<file path="src/rtl/scm_pkg.sv">
package scm_pkg;
  typedef enum logic [1:0] {
    PM_RUN  = 2'b00,
    PM_WAIT = 2'b01,
    PM_STOP = 2'b10,
    PM_RSVD = 2'b11
  } pmode_e;

  localparam int CTL_W  = 6;
  localparam int FLAG_B = 5;

  // Field order matches the control word bits [4:0].
  typedef struct packed {
    logic [1:0] sel;
    logic       swk;
    logic       ien;
    logic       det;
  } cfg_t;
endpackage

</file>
<file path="src/rtl/scm_sync.sv">
module scm_sync #(
  parameter int STAGES = 2
) (
  input  logic clk,
  input  logic rst_n,
  input  logic d,
  output logic q
);
  logic [STAGES-1:0] chain;

  always_ff @(posedge clk or negedge rst_n) begin
    if (!rst_n) chain <= '0;
    else        chain <= {chain[STAGES-2:0], d};
  end

  assign q = chain[STAGES-1];
endmodule

</file>
<file path="src/rtl/scm_sampler.sv">
module scm_sampler #(
  parameter int CNT_W      = 6,
  parameter int BASE_SHIFT = 3
) (
  input  logic       clk,
  input  logic       rst_n,
  input  logic       en,
  input  logic [1:0] sel,
  input  logic       lvl,
  output logic       rise_o,
  output logic       fall_o,
  output logic       level_o
);
  logic [CNT_W-1:0] cnt;
  logic [CNT_W-1:0] mask;
  logic [CNT_W:0]   span;
  logic [1:0]       sel_q;
  logic             samp_q;
  logic             rise_q;
  logic             fall_q;
  logic             tick;

  // Tick once every 2**(BASE_SHIFT+sel) bus cycles.
  always_comb begin
    span = (CNT_W+1)'(1) << (BASE_SHIFT + int'(sel));
    mask = span[CNT_W-1:0] - {{(CNT_W-1){1'b0}}, 1'b1};
    tick = ((cnt & mask) == mask);
  end

  always_ff @(posedge clk or negedge rst_n) begin
    if (!rst_n) begin
      cnt    <= '0;
      sel_q  <= '0;
      samp_q <= 1'b0;
      rise_q <= 1'b0;
      fall_q <= 1'b0;
    end else begin
      sel_q <= sel;
      if (sel != sel_q) cnt <= '0;
      else              cnt <= cnt + 1'b1;
      // Disabled detector follows the level so enabling it reports no stale edge.
      if (!en || tick) samp_q <= lvl;
      rise_q <= en && tick &&  lvl && !samp_q;
      fall_q <= en && tick && !lvl &&  samp_q;
    end
  end

  assign rise_o  = rise_q;
  assign fall_o  = fall_q;
  assign level_o = samp_q;

  p_cross_on_tick_r2: assert property (@(posedge clk) disable iff (!rst_n)
    (rise_q || fall_q) |-> $past(tick));
  p_one_direction_r3: assert property (@(posedge clk) disable iff (!rst_n)
    $onehot0({rise_q, fall_q}));
endmodule

</file>
<file path="src/rtl/scm_ctrl.sv">
module scm_ctrl
  import scm_pkg::*;
(
  input  logic             clk,
  input  logic             rst_n,
  input  logic             reg_wr,
  input  logic [CTL_W-1:0] reg_wdata,
  input  logic [1:0]       pwr_mode,
  input  logic             pclk_off,
  input  logic             rise,
  input  logic             fall,
  input  logic             samp_lvl,
  output cfg_t             cfg_o,
  output logic             flag_o,
  output logic             irq_o,
  output logic             wake_o
);
  cfg_t cfg_q;
  logic flag_q, irq_q, wake_q, stop_q;
  logic in_stop, in_wait_off, low_path, both_en, any_x;
  logic run_req, waitoff_req, stop_req, entry_req;
  logic set_flag, clr_flag, flag_d;

  always_comb begin
    in_stop     = (pwr_mode == PM_STOP);
    in_wait_off = (pwr_mode == PM_WAIT) && pclk_off;
    low_path    = in_stop || in_wait_off;
    both_en     = cfg_q.det && cfg_q.ien;
    any_x       = rise || fall;
    run_req     = both_en && !low_path && any_x && !flag_q;
    waitoff_req = both_en && in_wait_off && cfg_q.swk && rise && !flag_q;
    stop_req    = both_en && in_stop && cfg_q.swk && rise;
    entry_req   = both_en && in_stop && !stop_q && samp_lvl;
    set_flag    = cfg_q.det && any_x;
    clr_flag    = reg_wr && !reg_wdata[FLAG_B];
    if (set_flag)      flag_d = 1'b1;
    else if (clr_flag) flag_d = 1'b0;
    else               flag_d = flag_q;
  end

  always_ff @(posedge clk or negedge rst_n) begin
    if (!rst_n) begin
      cfg_q  <= '0;
      flag_q <= 1'b0;
      irq_q  <= 1'b0;
      wake_q <= 1'b0;
      stop_q <= 1'b0;
    end else begin
      if (reg_wr) cfg_q <= cfg_t'(reg_wdata[CTL_W-2:0]);
      flag_q <= flag_d;
      irq_q  <= run_req || waitoff_req || stop_req || entry_req;
      wake_q <= stop_req || entry_req;
      stop_q <= in_stop;
    end
  end

  assign cfg_o  = cfg_q;
  assign flag_o = flag_q;
  assign irq_o  = irq_q;
  assign wake_o = wake_q;

  p_irq_needs_enables_r5: assert property (@(posedge clk) disable iff (!rst_n)
    irq_q |-> $past(cfg_q.det && cfg_q.ien));
  p_wake_with_irq_r6: assert property (@(posedge clk) disable iff (!rst_n)
    wake_q |-> irq_q);
  p_set_beats_clear_r9: assert property (@(posedge clk) disable iff (!rst_n)
    (cfg_q.det && (rise || fall)) |=> flag_q);
  p_wake_only_stop_r8: assert property (@(posedge clk) disable iff (!rst_n)
    wake_q |-> $past(pwr_mode == PM_STOP));
endmodule

</file>
<file path="src/rtl/supply_xing_irq.sv">
module supply_xing_irq
  import scm_pkg::*;
#(
  parameter int SYNC_STAGES = 2,
  parameter int DIV_W       = 6,
  parameter int BASE_SHIFT  = 3
) (
  input  logic             clk,
  input  logic             rst_n,
  input  logic             cmp_async,
  input  logic [1:0]       pwr_mode,
  input  logic             pclk_off,
  input  logic             reg_wr,
  input  logic [CTL_W-1:0] reg_wdata,
  output logic [CTL_W-1:0] reg_rdata,
  output logic             irq_o,
  output logic             wake_o
);
  logic lvl_s, rise, fall, samp_lvl, flag;
  cfg_t cfg;

  scm_sync #(.STAGES(SYNC_STAGES)) u_sync (
    .clk(clk), .rst_n(rst_n), .d(cmp_async), .q(lvl_s)
  );

  scm_sampler #(.CNT_W(DIV_W), .BASE_SHIFT(BASE_SHIFT)) u_samp (
    .clk(clk), .rst_n(rst_n), .en(cfg.det), .sel(cfg.sel), .lvl(lvl_s),
    .rise_o(rise), .fall_o(fall), .level_o(samp_lvl)
  );

  scm_ctrl u_ctrl (
    .clk(clk), .rst_n(rst_n), .reg_wr(reg_wr), .reg_wdata(reg_wdata),
    .pwr_mode(pwr_mode), .pclk_off(pclk_off), .rise(rise), .fall(fall),
    .samp_lvl(samp_lvl), .cfg_o(cfg), .flag_o(flag), .irq_o(irq_o),
    .wake_o(wake_o)
  );

  assign reg_rdata = {flag, cfg};
endmodule

</file>
<file path="config.mk">
export PLATFORM = sky130hd
export DESIGN_NAME = supply_xing_irq
export DESIGN_NICKNAME = d
export VERILOG_FILES = /design/src/rtl/scm_pkg.sv /design/src/rtl/scm_sync.sv /design/src/rtl/scm_sampler.sv /design/src/rtl/scm_ctrl.sv /design/src/rtl/supply_xing_irq.sv
export SDC_FILE = /design/constraint.sdc
export NUM_CORES = 1
export LEC_CHECK = 0
export BUFFER_PORTS_ARGS = -buffer_cell sky130_fd_sc_hd__buf_2
export CAP_MARGIN = 40
export CORE_ASPECT_RATIO = 0.9
export CORE_UTILIZATION = 45
export CTS_CLUSTER_SIZE = 8
export DETAILED_ROUTE_END_ITERATION = 8
export PLACE_DENSITY = 0.72
export SYNTH_ARGS = -nofsm -noshare
export SYNTH_HDL_FRONTEND = slang
export SYNTH_SLANG_ARGS = --single-unit
</file>
<file path="constraint.sdc">
create_clock -name clk -period 1.4 [get_ports clk]
set_input_delay 0.28 -clock clk [delete_from_list [all_inputs] [get_ports clk]]
set_output_delay 0.28 -clock clk [all_outputs]
set_load 0.1 [all_outputs]
</file>
# Word-level counts from Yosys, hierarchy flattened

Cells that the tools add are included.

Bits in registers: 22
Latch bits: 0
RAM bits: 0
Bits in read-only memories: 0
Input port bits: 13
Output and inout port bits: 8
Word-level logic and storage cells: 62
Memories kept: 0

Add/subtract/negate cells: 3
Multiply operators: 0
Div/mod/pow operators: 0
$lt $le $gt $ge: 0
Equal/unequal tests: 4
Shift operators: 1
Multiplexer cells: 3
Bitwise gates (word level): 1
Reductions and logical operators: 36

Operators by type and width:

| operator                                                            | number |
|---|---|
| 1-bit by 32-bit left shift with 6-bit output (first input constant) | 1 |
| 1-bit logical AND                                                   | 21 |
| 1-bit logical NOT                                                   | 7 |
| 1-bit logical OR                                                    | 7 |
| 6-bit by 1-bit adder with 6-bit output (second input constant)      | 1 |
| 6-bit bitwise AND                                                   | 1 |
| 6-bit == test                                                       | 1 |
| 6-bit 2-to-1 mux                                                    | 1 |
| 6-bit by 1-bit subtractor with 6-bit output (second input constant) | 1 |
| 2-bit by 2-bit adder with 3-bit output (first input constant)       | 1 |
| 2-bit by 1-bit == test with 1-bit output (second input constant)    | 1 |
| 2-bit == test (second input constant)                               | 1 |
| 1-bit 2-to-1 mux                                                    | 2 |
| 2-bit != test                                                       | 1 |
| 2-bit nonzero test                                                  | 1 |

# Logic depth before layout (Yosys ltp)

Depth in word-level cells: 10
Depth in mapped cells: 5
Mapped depth without buffers: 5

# By module

A second synthesis with hierarchy kept.

Cells, all modules: 75
Area, all modules: 958.4 um^2

By module, submodules not included:

| module          | instances | cells each | area each (um^2) | seq. area each (um^2) |
|---|---|---|---|---|
| scm_sampler     | 1         | 41         | 499.2            | 275.3 |
| scm_ctrl        | 1         | 31         | 401.6            | 225.2 |
| scm_sync        | 1         | 2          | 50.0             | 50.0 |
| supply_xing_irq | 1         | 1          | 7.5              | 0.0 |

# Least setup slack after synthesis

Ideal clock, no wire load.

Kind: register to register
From: register u_ctrl.cfg_q (netlist bit u_ctrl.cfg_o[4])
To: register u_samp.samp_q, in the netlist u_samp.level_o
Library setup time: 125 ps
Arrival time: 1,662 ps
Required time: 1,275 ps
Slack: -387 ps
Cell stages (with the launch flop): 5
Path buffers: 0
Period minus slack after synthesis: 1,787 ps
Cell sequence: dfrtp_1 nand2b_1 a21boi_0 o21ai_0 mux2_2

Longest elaborated chain between the ends: 6

RTL lines:

| what                                             | RTL line          | RTL |
|---|---|---|
| from (decl)                                      | scm_ctrl.sv:18    | `cfg_t cfg_q;` |
| from (signal assigned)                           | scm_ctrl.sv:49    | `if (reg_wr) cfg_q <= cfg_t'(reg_wdata[CTL_W-2:0]);` |
| 2-bit by 2-bit adder with 3-bit output (*)       | scm_sampler.sv:25 | `span = (CNT_W+1)'(1) << (BASE_SHIFT + int'(sel));` |
| 1-bit by 32-bit left shift with 6-bit output (*) | scm_sampler.sv:25 |  |
| 6-bit by 1-bit subtractor with 6-bit output (*)  | scm_sampler.sv:26 | `mask = span[CNT_W-1:0] - {{(CNT_W-1){1'b0}}, 1'b1};` |
| 6-bit bitwise AND                                | scm_sampler.sv:27 | `tick = ((cnt & mask) == mask);` |
| 6-bit == test (*)                                | scm_sampler.sv:27 |  |
| 1-bit logical OR (*)                             | scm_sampler.sv:42 | `if (!en \|\| tick) samp_q <= lvl;` |
| to (signal assigned)                             | scm_sampler.sv:42 |  |
| to (decl)                                        | scm_sampler.sv:18 | `logic samp_q;` |

Mark *: on every way between the ends. The rest lies on a longest branch, timed or not.
A chain may end at the register's enable or synchronous reset.

# Worst setup path in the final report

From: register u_samp.cnt[0]
To: register u_samp.samp_q, in the netlist u_samp.level_o

Longest elaborated chain between the ends: 3

RTL lines:

| what                   | RTL line          | RTL |
|---|---|---|
| from (decl)            | scm_sampler.sv:14 | `logic [CNT_W-1:0] cnt;` |
| from (signal assigned) | scm_sampler.sv:40 | `else cnt <= cnt + 1'b1;` |
| 6-bit bitwise AND      | scm_sampler.sv:27 |  |
| 6-bit == test          | scm_sampler.sv:27 |  |
| 1-bit logical OR       | scm_sampler.sv:42 |  |

Every way passes these cells.

==> results.cfg <==
[outcome]
run_status = completed

[critical_path]
cp.arrival_ps = 1580
rrSetupSlack_ps = 30
critPathCaptureType = flop
r2r_start = u_samp.cnt[0]
cp_data_required_time_ps = 1600
crit_path_start_kind = flop
cpMaxStageDelayCell = dfrtp_1
path_max_fanout = 3
cp_cell_sequence = ha_2 -> nand2_1 -> a21o_1 -> o21ai_1 -> mux2_2
ff2ff_path_depth = 5
critPathMaxStageDelay_ps = 390
path_class = flop to flop
path_buf_inv = 0
worstReg2RegEnd = u_samp.level_o
cp_top_family = flip-flops

[placed_design]
port_buffers = 20
routabilityCongestion = 0.804
dp_hpwl_um = 1170
dpl_cell_area_um2 = 1070

[run]
drv_cap = 0

[clocking]
cts_buffer_depth = 2
cts_buffers = 3
cts_tree = yes
cts-root-buf = clkbuf_4
clk_pin_slew_ps = 120
cts_sinks = 22
clock_latency_ps = 310
cts_max_level = 1

[floorplan]
fp.dieH_um = 44.1
dieArea_um2 = 2150
core_um2 = 1750
start_util = 0.505
core.rowCount = 14
ios = 21
die_x_um = 48.7

[timing]
setup_violations = 0
hold_ws_ps = 67.7
period_share = 0.982
worst_slew_pin_slew_ps = 486
rsz0062_at_grt = yes
maxSlewHeadroom = 0.678
finalClockSkew_ps = 7.11
slew_violations = 0
timing.final.crit_period_ps = 1370
fmaxAchievable_mhz = 728
hold_viol = 0

[hold_path]
holdPathEnd = u_sync.chain[0]
hold_class = input port to flop
min_path_cells = 1
hp-start = cmp_async

[yosys]
ys_warn_count = 0
yosysTopAreaCellShare = 0.622
yosys.area.top_type = dfrtp_1
yosysMostFrequentCell = dfrtp_1
synth_common_cells = 22 x dfrtp_1, 7 x nand2_1, 7 x nor2_1
mappedNetlistNets = 87
synth-main-ff-cell = dfrtp_1
yosysUniqueCellTypes = 23
avgSynthCellArea_um2 = 12.1
synth_seq_cells = 22
yosysSeqAreaShare = 0.622
netlist_area_um2 = 885
synth_edf_count = 0
ys_top_cells_by_area = dfrtp_1 62%, mux2_2 7.6%, nand2_1 3.0%
synthArstFlopShare = 1.00
netlist_instances = 73

[routing]
first_pass_iters = 2
drc = 0
drt-vias-per-instance = 5.12
drt_iter0_drc = 2
vias = 620
wl_per_cell_um = 13.1
ant_nets = 0
wl_um = 1580

[pwr]
power_density_nw_per_um2 = 1300
p_total_w = 0.00150
leakage_nw = 0.547
ir_drop_v = 0.000917

[grt]
grt_overflow = 0
grt_util_met1 = 0.186
grt_pass1_vias = 587
grtUsageTotal = 0.163
grt_pass1_wl_um = 2610
grt_use_met2 = 0.294
use_met3 = 0.0550
antenna_found_initial = 0
busiest_layer = met2
grt_max_degree = 23

[finish]
design_area_um2 = 1150
n_antenna_cell = 0
fin_util = 0.658
area_growth_pct = 30.3
drive_gt1_frac = 0.381
fillers = 149
fin_nets = 112
## through the flow
stage	setup slack, ps	cells	setup TNS [ps]
floorplan	-18.3	73	-18.3
global placement	98.6	115	0
detailed placement	47.8	115	0
CTS	24.3	120	0
global route	-22.4	121	-22.4
finish	25.6	121	0
## power by group
part | leakage [nW] | internal (W) | switching (W) | total [W]
clock network | 0.0279 | 0.000290 | 0.000186 | 0.000475
logic | 0.240 | 0.000112 | 0.000183 | 0.000295
registers | 0.279 | 0.000681 | 0.0000441 | 0.000725
## final cells by class
type / instances / area (µm²) / share of cell area
clock buffers: 3 / 22.5 / 0.0195
clock inverters: 1 / 30.0 / 0.0261
inverters: 2 / 7.51 / 0.00651
multi-input cells: 46 / 310 / 0.269
flip-flops and latches: 22 / 562 / 0.488
well taps: 24 / 30.0 / 0.0261
repair buffers: 23 / 190 / 0.165
## sequential cells by signal, summed over array words and instances, names as in the netlist
name / count
u_samp.cnt: 6
u_samp.sel_q: 2
u_samp.rise_o: 1
u_ctrl.stop_q: 1
u_samp.level_o: 1
u_ctrl.flag_o: 1
u_ctrl.wake_o: 1
u_sync.chain: 2
u_ctrl.cfg_o: 5
u_samp.fall_o: 1
u_ctrl.irq_o: 1
## cells in the final DEF (no fill, tap or decap), drive strengths merged
| cell type | count |
|---|---|
| nor2b | 1 |
| nor2 | 7 |
| inv | 2 |
| nand2 | 7 |
| bufinv | 1 |
| o21ai | 5 |
| nand2b | 1 |
| or4 | 1 |
| dfrtp | 22 |
| and4 | 1 |
| buf | 22 |
| nand3 | 2 |
| mux2 | 6 |
| ha | 1 |
| a21oi | 3 |
| a21o | 1 |
| xor2 | 2 |
| clkbuf | 3 |
| and4b | 1 |
| or3 | 1 |
| dlygate4sd3 | 1 |
| a21boi | 1 |
| xnor2 | 3 |
| and3 | 1 |
| nand3b | 1 |
## cells by family after synthesis
logic type,after synthesis,synth area share
AND/OR/NAND/NOR,24,0.146
multiplexers,6,0.0764
XOR/XNOR,5,0.0495
adder cells (fa/ha/maj),1,0.0141
flip-flops,22,0.622
AO/OA/AOI/OAI,10,0.0622
buffers and inverters,5,0.0297
## per-layer routing
metal	up-vias	share of wire
met3	4	0.052
met2	16	0.51
met5	-	0
met4	0	0.0095
li1	293	-
met1	307	0.43
## what timing repair did
| action | 4_1_cts | 5_1_grt |
|---|---|---|
| setup endpoints to repair | 2 | 1 |
| resized for setup | 2 | 1 |
| pin swaps | 0 | 2 |
| hold buffers | 1 | 0 |
| setup buffers | 0 | 1 |
| endpoints found under the hold margin | 22 | 0 |
| gates cloned | 0 | 0 |
## how the worst max path moves through the flow
| stage | startpoint | endpoint | slack, ps | cells after the start |
|---|---|---|---|---|
| 2_1_floorplan | u_ctrl.cfg_o[4] | u_samp.level_o | -20 | 4 |
| 3_3_place_gp | u_samp.cnt[0] | u_samp.level_o | 100 | 5 |
| 3_5_place_dp | u_samp.cnt[0] | u_samp.level_o | 50 | 5 |
| 4_1_cts | u_samp.cnt[0] | u_samp.level_o | 20 | 5 |
| 5_1_grt | u_samp.cnt[0] | u_samp.level_o | -20 | 5 |
| 6_report | u_samp.cnt[0] | u_samp.level_o | 30 | 5 |
No activity file was read; power rests on OpenSTA's default activity.
